$ cat src/rtl/pwm_chan_pkg.sv
package pwm_chan_pkg;

    localparam int SEL_W = 2;

    typedef enum logic [SEL_W-1:0] {
        REG_CTRL   = 2'd0,
        REG_DIV    = 2'd1,
        REG_PERIOD = 2'd2,
        REG_THRESH = 2'd3
    } reg_sel_e;

    // Control word: bit0 enable, bit1 invert, bit2 slow source, bit3 open drain
    typedef struct packed {
        logic open_drain;
        logic slow_src;
        logic invert;
        logic enable;
    } ctrl_t;

    localparam int CTRL_W = $bits(ctrl_t);

    typedef enum logic {
        DRIVE_PUSH_PULL = 1'b0,
        DRIVE_OPEN_DRAIN = 1'b1
    } drive_e;

endpackage

$ cat src/rtl/pwm_cfg_regs.sv
module pwm_cfg_regs
    import pwm_chan_pkg::*;
#(
    parameter int CNT_W  = 16,
    parameter int DIV_W  = 16,
    parameter int DATA_W = 16
) (
    input  logic              clk,
    input  logic              rst,
    input  logic              we_i,
    input  logic [SEL_W-1:0]  sel_i,
    input  logic [DATA_W-1:0] wdata_i,
    output ctrl_t             ctrl_o,
    output logic [DIV_W-1:0]  div_o,
    output logic [CNT_W-1:0]  period_sh_o,
    output logic [CNT_W-1:0]  thresh_sh_o
);

    ctrl_t             ctrl_q;
    logic [DIV_W-1:0]  div_q;
    logic [CNT_W-1:0]  period_q;
    logic [CNT_W-1:0]  thresh_q;
    reg_sel_e          sel;

    assign sel = reg_sel_e'(sel_i);

    always_ff @(posedge clk) begin
        if (rst) begin
            ctrl_q   <= '0;
            div_q    <= '0;
            period_q <= '0;
            thresh_q <= '0;
        end else if (we_i) begin
            case (sel)
                REG_CTRL:   ctrl_q   <= ctrl_t'(wdata_i[CTRL_W-1:0]);
                REG_DIV:    if (!ctrl_q.enable) div_q <= wdata_i[DIV_W-1:0];
                REG_PERIOD: period_q <= wdata_i[CNT_W-1:0];
                REG_THRESH: thresh_q <= wdata_i[CNT_W-1:0];
                default:    ;
            endcase
        end
    end

    assign ctrl_o      = ctrl_q;
    assign div_o       = div_q;
    assign period_sh_o = period_q;
    assign thresh_sh_o = thresh_q;

    // divider is frozen while the channel runs
    p_div_locked_r7: assert property (@(posedge clk) disable iff (rst)
        ctrl_q.enable |=> $stable(div_q));

endmodule

$ cat src/rtl/pwm_divider.sv
module pwm_divider #(
    parameter int DIV_W = 16
) (
    input  logic             clk,
    input  logic             rst,
    input  logic             en_i,
    input  logic             slow_sel_i,
    input  logic             slow_tick_i,
    input  logic [DIV_W-1:0] div_i,
    output logic             step_o
);

    logic [DIV_W-1:0] div_cnt_q;
    logic             src_tick;
    logic             at_limit;

    assign src_tick = slow_sel_i ? slow_tick_i : 1'b1;
    assign at_limit = (div_cnt_q == div_i);
    assign step_o   = en_i && src_tick && at_limit;

    always_ff @(posedge clk) begin
        if (rst || !en_i) begin
            div_cnt_q <= '0;
        end else if (src_tick) begin
            div_cnt_q <= at_limit ? '0 : div_cnt_q + 1'b1;
        end
    end

    // without a source tick the divider does not move
    p_slow_hold_r9: assert property (@(posedge clk) disable iff (rst)
        (en_i && !src_tick) |=> (!en_i || $stable(div_cnt_q)));

endmodule

$ cat src/rtl/pwm_period_cnt.sv
module pwm_period_cnt #(
    parameter int CNT_W = 16
) (
    input  logic             clk,
    input  logic             rst,
    input  logic             en_i,
    input  logic             step_i,
    input  logic [CNT_W-1:0] period_sh_i,
    input  logic [CNT_W-1:0] thresh_sh_i,
    output logic             active_o
);

    logic [CNT_W-1:0] cnt_q;
    logic [CNT_W-1:0] period_act_q;
    logic [CNT_W-1:0] thresh_act_q;
    logic             wrap;

    assign wrap = (cnt_q == '0) || (cnt_q >= period_act_q);

    always_ff @(posedge clk) begin
        if (rst || !en_i) begin
            cnt_q <= '0;
        end else if (step_i) begin
            cnt_q <= wrap ? CNT_W'(1) : cnt_q + 1'b1;
        end
    end

    // Holding registers are copied only when a new period begins
    always_ff @(posedge clk) begin
        if (rst) begin
            period_act_q <= '0;
            thresh_act_q <= '0;
        end else if (en_i && step_i && wrap) begin
            period_act_q <= period_sh_i;
            thresh_act_q <= thresh_sh_i;
        end
    end

    assign active_o = (cnt_q != '0)
                   && (thresh_act_q <= period_act_q)
                   && (cnt_q <= thresh_act_q);

    // counter only moves on a divider step
    p_cnt_hold_r1: assert property (@(posedge clk) disable iff (rst)
        (en_i && !step_i) |=> (!en_i || $stable(cnt_q)));

    // counter stays inside 1..period
    p_cnt_range_r2: assert property (@(posedge clk) disable iff (rst)
        (cnt_q != '0 && period_act_q != '0) |-> (cnt_q <= period_act_q));

    // disabled channel clears its counter
    p_idle_clear_r6: assert property (@(posedge clk) disable iff (rst)
        !en_i |=> (cnt_q == '0));

    // live threshold changes only on the first count of a period
    p_thresh_boundary_r8: assert property (@(posedge clk) disable iff (rst)
        !$stable(thresh_act_q) |-> (cnt_q == CNT_W'(1)));

endmodule

$ cat src/rtl/pwm_chan_top.sv
module pwm_chan_top
    import pwm_chan_pkg::*;
#(
    parameter  int CNT_W  = 16,
    parameter  int DIV_W  = 16,
    localparam int DATA_W = (CNT_W > DIV_W) ? CNT_W : DIV_W
) (
    input  logic              clk,
    input  logic              rst,
    input  logic              slow_tick_i,
    input  logic              cfg_we_i,
    input  logic [1:0]        cfg_sel_i,
    input  logic [DATA_W-1:0] cfg_wdata_i,
    output logic              pwm_o,
    output logic              pad_oe_o,
    output logic              pad_do_o
);

    ctrl_t            ctrl;
    logic [DIV_W-1:0] div_val;
    logic [CNT_W-1:0] period_sh;
    logic [CNT_W-1:0] thresh_sh;
    logic             step;
    logic             active;
    logic             level;
    drive_e           drive;

    pwm_cfg_regs #(
        .CNT_W  (CNT_W),
        .DIV_W  (DIV_W),
        .DATA_W (DATA_W)
    ) u_regs (
        .clk         (clk),
        .rst         (rst),
        .we_i        (cfg_we_i),
        .sel_i       (cfg_sel_i),
        .wdata_i     (cfg_wdata_i),
        .ctrl_o      (ctrl),
        .div_o       (div_val),
        .period_sh_o (period_sh),
        .thresh_sh_o (thresh_sh)
    );

    pwm_divider #(
        .DIV_W (DIV_W)
    ) u_div (
        .clk         (clk),
        .rst         (rst),
        .en_i        (ctrl.enable),
        .slow_sel_i  (ctrl.slow_src),
        .slow_tick_i (slow_tick_i),
        .div_i       (div_val),
        .step_o      (step)
    );

    pwm_period_cnt #(
        .CNT_W (CNT_W)
    ) u_cnt (
        .clk         (clk),
        .rst         (rst),
        .en_i        (ctrl.enable),
        .step_i      (step),
        .period_sh_i (period_sh),
        .thresh_sh_i (thresh_sh),
        .active_o    (active)
    );

    assign level = (active && ctrl.enable) ^ ctrl.invert;
    assign drive = drive_e'(ctrl.open_drain);
    assign pwm_o = level;

    always_comb begin
        case (drive)
            DRIVE_OPEN_DRAIN: begin
                pad_oe_o = !level;
                pad_do_o = 1'b0;
            end
            default: begin
                pad_oe_o = 1'b1;
                pad_do_o = level;
            end
        endcase
    end

    // a stopped channel sits at its inactive level
    p_off_level_r6: assert property (@(posedge clk) disable iff (rst)
        !ctrl.enable |-> (pwm_o == ctrl.invert));

    // open-drain pair never drives high
    p_od_pair_r10: assert property (@(posedge clk) disable iff (rst)
        ctrl.open_drain |-> (!pad_do_o && (pad_oe_o == !pwm_o)));

    // push-pull pair always drives
    p_pp_pair_r10: assert property (@(posedge clk) disable iff (rst)
        !ctrl.open_drain |-> (pad_oe_o && (pad_do_o == pwm_o)));

endmodule

$ cat config.mk
export PLATFORM = sky130hd
export DESIGN_NAME = pwm_chan_top
export DESIGN_NICKNAME = d
export VERILOG_FILES = /design/src/rtl/pwm_chan_pkg.sv /design/src/rtl/pwm_cfg_regs.sv /design/src/rtl/pwm_divider.sv /design/src/rtl/pwm_period_cnt.sv /design/src/rtl/pwm_chan_top.sv
export SDC_FILE = /design/constraint.sdc
export NUM_CORES = 1
export LEC_CHECK = 0
export BUFFER_PORTS_ARGS = -buffer_cell sky130_fd_sc_hd__buf_2
export CORE_ASPECT_RATIO = 1.25
export CORE_MARGIN = 2
export CORE_UTILIZATION = 55
export DETAILED_ROUTE_END_ITERATION = 10
export PLACE_DENSITY = 0.82
export SKIP_LAST_GASP = 1
export SLEW_MARGIN = 20
export SYNTH_ARGS = -nofsm -noshare
export SYNTH_HDL_FRONTEND = slang
export SYNTH_SLANG_ARGS = --single-unit
$ cat constraint.sdc
create_clock -name clk -period 6.9 [get_ports clk]
set_input_delay 0.69 -clock clk [delete_from_list [all_inputs] [get_ports clk]]
set_output_delay 0.69 -clock clk [all_outputs]
set_load 0.05 [all_outputs]
# Word level (Yosys, flattened, before mapping)
# Cells that the tools add are included.
[word_totals] ff_bits=116 out_inout_bits=3 word_cells=45
[op_classes] n_addsub=2 order_cmp=3 eq_ne=4 mux=5 n_bitwise=2 n_reduce_logical=18
[op_table] cell="$add 16x1->16 const B" n=2
[op_table] cell="$le 16x16->1" n=2
[op_table] cell="$mux 16" n=2
[op_table] cell="$eq 16x16->1" n=1
[op_table] cell="$ge 16x16->1" n=1
[op_table] cell="$logic_not 16->1" n=1
[op_table] cell="$reduce_bool 16->1" n=1
[op_table] cell="$logic_and 1x1->1" n=7
[op_table] cell="$reduce_and 2->1" n=3
[op_table] cell="$eq 2x2->1 const B" n=2
[op_table] cell="$mux 1" n=3
[op_table] cell="$reduce_and 3->1" n=1
[op_table] cell="$eq 2x1->1 const B" n=1
[op_table] cell="$logic_not 1->1" n=2
[op_table] cell="$logic_not 2->1" n=1
[op_table] cell="$logic_or 1x1->1" n=2
[op_table] cell="$not 1->1" n=1
[op_table] cell="$xor 1x1->1" n=1

# Logic depth before layout (Yosys ltp)
[logic_depth] word_depth=7 mapped_depth=9 mapped_depth_nobuf=8

# Hierarchy
# From an unflattened synthesis, not the netlist that was laid out.
[hier_totals] hier_cells=647 area_unflattened_um2=6149.6
[modules_own_cells] mod="pwm_period_cnt" n_inst=1 cells_each=341 area_each_um2=3071.7 seq_area_each_um2=960.9
[modules_own_cells] mod="pwm_cfg_regs" n_inst=1 cells_each=191 area_each_um2=2099.5 seq_area_each_um2=1041.0
[modules_own_cells] mod="pwm_divider" n_inst=1 cells_each=107 area_each_um2=915.9 seq_area_each_um2=320.3
[modules_own_cells] mod="pwm_chan_top" n_inst=1 cells_each=8 area_each_um2=62.6 seq_area_each_um2=0.0

# Worst setup path after synthesis
# Ideal clock, no wire load.
[synth_timing] path_type="reg-to-output" startpoint="register u_cnt.thresh_act_q[9]" endpoint="output pad_oe_o" arrival_ns=3.226 required_time_ns=6.210 slack_ns=2.984 path_stages_with_launch=8 path_cell_list="dfxtp_1 > inv_1 > ha_1 > nand4_1 > or4_1 > o221a_2 > a2bb2oi_1 > nor4_1"
[synth_between] elab_chain_len=7 word_cells_on_any_way=8
[synth_rtl] item="start: declaration" line_no="pwm_period_cnt.sv:15" text="logic [CNT_W-1:0] thresh_act_q;"
[synth_rtl] item="start signal: assignment" line_no="pwm_period_cnt.sv:35" text="thresh_act_q <= thresh_sh_i;"
[synth_rtl] item="$le 16x16->1" line_no="pwm_period_cnt.sv:40" text="&& (thresh_act_q <= period_act_q)"
[synth_rtl] item="$logic_and 1x1->1" line_no="pwm_period_cnt.sv:40"
[synth_rtl] item="$logic_and 1x1->1 (*)" line_no="pwm_period_cnt.sv:41" text="&& (cnt_q <= thresh_act_q);"
[synth_rtl] item="$logic_and 1x1->1 (*)" line_no="pwm_chan_top.sv:68" text="assign level = (active && ctrl.enable) ^ ctrl.invert;"
[synth_rtl] item="$xor 1x1->1 (*)" line_no="pwm_chan_top.sv:68"
[synth_rtl] item="$logic_not 1->1 (*)" line_no="pwm_chan_top.sv:75" text="pad_oe_o = !level;"
[synth_rtl] item="$mux 1 (*)" line_no="pwm_chan_top.sv:73" text="case (drive)"
[synth_rtl] item="end: declaration" line_no="pwm_chan_top.sv:15" text="output logic pad_oe_o,"
# Mark *: on every way between the ends. The rest lies on a longest branch, timed or not.

# Final worst setup path
[layout_timing] startpoint="register u_cnt.cnt_q[10]" endpoint="output pad_oe_o"
[layout_between] elab_chain_len=7 word_cells_on_any_way=8
[layout_rtl] item="start: declaration" line_no="pwm_period_cnt.sv:13" text="logic [CNT_W-1:0] cnt_q;"
[layout_rtl] item="start signal: assignment" line_no="pwm_period_cnt.sv:24" text="cnt_q <= wrap ? CNT_W'(1) : cnt_q + 1'b1;"
[layout_rtl] item="branches (longest 2 deep; another with $le 16x16->1)"
[layout_rtl] item="$logic_and 1x1->1 (*)" line_no="pwm_period_cnt.sv:41"
[layout_rtl] item="$logic_and 1x1->1 (*)" line_no="pwm_chan_top.sv:68"
[layout_rtl] item="$xor 1x1->1 (*)" line_no="pwm_chan_top.sv:68"
[layout_rtl] item="$logic_not 1->1 (*)" line_no="pwm_chan_top.sv:75"
[layout_rtl] item="$mux 1 (*)" line_no="pwm_chan_top.sv:73"
# Every way passes the cells marked *.

==> results.sh <==
export IMPL_grt_overflow=0
export IMPL_antenna_left=0
export IMPL_design_area_mm2=0.00707
export IMPL_via_per_inst=6.20
export IMPL_hold_end="u_regs.period_sh_o[8]"
export IMPL_worstSetupPathType="reg -> out"
export IMPL_status="complete, no violations"
export IMPL_r2r_slack_ns=3.99
export IMPL_clock_power_share_pct=52.8
export IMPL_drive_above_1_share_pct=9.04
export IMPL_root_buffer="clkbuf_16"
export IMPL_syn2layout_area_growth_pct=11.9
export IMPL_hold_viol=0
export IMPL_power_density_mw_per_mm2=239
export IMPL_post_cts_buffers=0
export IMPL_postCtsHoldBufs=0
export IMPL_synth_area_mm2=0.00632
export IMPL_end_kind="output port"
export IMPL_ir_worst_vdd_mv=0.169
export IMPL_clock_sinks=116
export IMPL_ys_types=57
export IMPL_power_share_sequential_pct=40.9
export IMPL_place_area_mm2=0.00645
export IMPL_synth_cells=769
export IMPL_fillers=930
export IMPL_tightest_slew_ns=1.09
export IMPL_finalCriticalPeriod_ns=3.77
export IMPL_die_width_um=99.9
export IMPL_io_buffers=24
export IMPL_cts_made_buffers=17
export IMPL_r2r_start="u_cnt.cnt_q[0]"
export IMPL_max_freq_mhz=265
export IMPL_arrival_ns=3.08
export IMPL_ys_seq_elements=116
export IMPL_clk_latency_ns=0.41
export IMPL_htreeDepth=4
export IMPL_drc_errors=0
export IMPL_dp_hpwl_um=11000
export IMPL_num_rows=43
export IMPL_finalCritPeriodShare_pct=54.7
export IMPL_die_h_um=124
export IMPL_cts_reportedPaths_clkPinSlew_ns=0.05
export IMPL_antenna_cells=0
export IMPL_multiInputGateArea_mm2=0.00365
export IMPL_relSlewSlack_pct=27.4
export IMPL_worstReg2RegEnd="u_cnt.period_act_q[9]"
export IMPL_r2r_cells=9
export IMPL_drt_total_wl_um=15400
export IMPL_cts_tree="done"
export IMPL_min_from="u_regs.period_sh_o[8]"
export IMPL_grt_pass1_wl_um=26100
export IMPL_grt_max_degree=87
export IMPL_drt_iter0_drc=390
export IMPL_fin_nets=845
export IMPL_avgSynthCellArea_um2=8.21
export IMPL_clockBufferDepth=2
export IMPL_p_switching_uw=388
export IMPL_report_final_slew_viol_count=0
export IMPL_setup_viol=0
export IMPL_dpl_cell_count=888
export IMPL_initial_core_util_pct=56.7
export IMPL_worstPathRequired_ns=6.21
export IMPL_grtUsageTotal_pct=26.1
export IMPL_fin_util_pct=63.5
export IMPL_synth_edff_count=0
export IMPL_dr_total_vias=5703
export IMPL_total_power_mw=1.69
export IMPL_grt_setup_unrepaired="false"
export IMPL_antenna_found_initial=0
export IMPL_firstDrtPassIters=5
export IMPL_cts_resized=0
export IMPL_synth_nets=842
export IMPL_worst_hold_path_type="reg -> reg"
export IMPL_swShare_pct=22.9
export IMPL_start_kind="register"
export IMPL_pin_count=25
export IMPL_clock_skew_ns=0.00693
export IMPL_dominantRegCellSynth="dfxtp_1"
export IMPL_p_int_mw=1.30
export IMPL_synth_yosys_seq_area_share_pct=36.8
export IMPL_tns_ns=0
export IMPL_post_drt_wl_per_cell_um=16.8
export IMPL_p_leak_nw=2.51
export IMPL_core_area_mm2=0.0111
export IMPL_layout_cells_non_filler=920
export IMPL_synth_warnings=0
export IMPL_seqCellArea_mm2=0.00232
export IMPL_die_area_mm2=0.0124
export IMPL_cp_max_fo=7
export IMPL_min_path_cells=2
export IMPL_gp_congestion=0.929
export IMPL_p_comb_share_pct=6.3
export IMPL_grt_pass1_vias=5674
export IMPL_async_flop_share_pct=0
export IMPL_cap_violations=0
## synth_stat cells, types with 6 or more instances
| cell type | n | area (um2) |
|---|---|---|
| xor2_1 | 11 | 96.3 |
| nand2_1 | 125 | 469 |
| ha_1 | 51 | 638 |
| inv_1 | 43 | 161 |
| nand4b_1 | 32 | 280 |
| clkbuf_1 | 33 | 124 |
| o31ai_1 | 33 | 248 |
| nand4_1 | 23 | 144 |
| xnor2_1 | 23 | 201 |
| nor3_1 | 13 | 65.1 |
| o21ai_0 | 9 | 45.0 |
| and3_1 | 6 | 37.5 |
| buf_2 | 6 | 30.0 |
| a21oi_1 | 107 | 536 |
| a22oi_1 | 6 | 45.0 |
| nand3_1 | 20 | 100 |
| nor2_1 | 39 | 146 |
| dfxtp_1 | 116 | 2320 |
## cell families (layout without fill, tap and decap cells)
family          Yosys count  in the layout  synth area share (%)
simple gates            288            288                  23.6
compound gates          187            187                  18.5
flops                   116            116                  36.8
buf+inv                  89            105                  5.71
fa+ha+maj                51             51                  10.1
xor+xnor                 34             34                  4.71
mux                       4              4                 0.634
## how the worst max path moves through the flow
stage | start | end | slack (ns)
6_report | u_cnt.cnt_q[10] | pad_oe_o | 3.13
5_1_grt | u_cnt.cnt_q[0] | pad_oe_o | 3.01
4_1_cts | u_regs.ctrl_o[0] | pad_do_o | 3.04
3_5_place_dp | u_regs.ctrl_o[0] | pad_do_o | 3.49
3_3_place_gp | u_regs.ctrl_o[0] | pad_do_o | 3.57
2_1_floorplan | u_cnt.thresh_act_q[9] | pad_oe_o | 2.98
## state kept, by name (all words and copies together), names as in the netlist
| register | count |
|---|---|
| u_div.div_cnt_q | 16 |
| u_regs.div_o | 16 |
| u_cnt.period_act_q | 16 |
| u_cnt.thresh_act_q | 16 |
| u_regs.ctrl_o | 4 |
| u_regs.period_sh_o | 16 |
| u_regs.thresh_sh_o | 16 |
| u_cnt.cnt_q | 16 |
## power by group through the flow
stage	sequential [mW]	clock [mW]	combinational, mW
after floorplan	0.700	0	0.0795
after global placement	0.703	0	0.101
after detailed placement	0.704	0	0.104
after CTS	0.690	0.903	0.104
after global routing	0.691	0.933	0.116
final	0.691	0.892	0.107
## layout make-up
class	count	share of cell area [%]
multi-input combinational	564	51.6
clock buffer	23	6.76
tap	135	2.39
clock inverter	9	1.79
inverter	44	2.34
timing repair buffer	29	2.23
sequential	116	32.9
## cell usage in the layout (no fill, tap or decap), types with 2 or more instances in the layout
| cell | n |
|---|---|
| nand2_1 | 124 |
| dfxtp_1 | 115 |
| a21oi_1 | 107 |
| ha_1 | 51 |
| inv_1 | 43 |
| nor2_1 | 38 |
| o31ai_1 | 33 |
| nand4b_1 | 32 |
| buf_2 | 24 |
| nand4_1 | 23 |
| xnor2_1 | 23 |
| nand3_1 | 20 |
| clkbuf_16 | 17 |
| nor3_1 | 13 |
| xor2_1 | 11 |
| o21ai_0 | 9 |
| a22oi_1 | 6 |
| and3_1 | 6 |
| buf_4 | 5 |
| o21a_1 | 4 |
| a21o_1 | 4 |
| nor4_1 | 4 |
| and2_1 | 4 |
| a31oi_1 | 4 |
| mux2i_1 | 4 |
| clkinv_2 | 4 |
| or4_1 | 3 |
| and4_1 | 3 |
| or3_1 | 3 |
| a41oi_1 | 3 |
| nand2b_1 | 3 |
| a22o_1 | 3 |
| bufinv_16 | 3 |
| clkbuf_1 | 3 |
| clkbuf_8 | 3 |
| o41ai_2 | 2 |
## layer usage
layer	routed length (um)	track usage [%]
met1	6560	30.1
met2	7740	46.5
met3	713	5.39
met4	437	12.0
met5	0	0
## critical path, cell delays in order, from the launching register on
cell,delay [ns]
dfxtp_1,0.39
ha_1,0.38
nand4_1,0.15
or4_1,0.54
nor3_1,0.49
nor3_1,0.13
nor4_1,0.28
buf_2,0.31
## metrics by stage
| stage | hold slack, ns | setup slack (ns) |
|---|---|---|
| floorplan | 0.436 | 2.98 |
| global placement | 0.446 | 3.57 |
| detailed placement | 0.446 | 3.49 |
| CTS | 0.454 | 3.04 |
| global route | 0.476 | 3.01 |
| finish | 0.455 | 3.13 |
(Power assumes the default switching activity.)
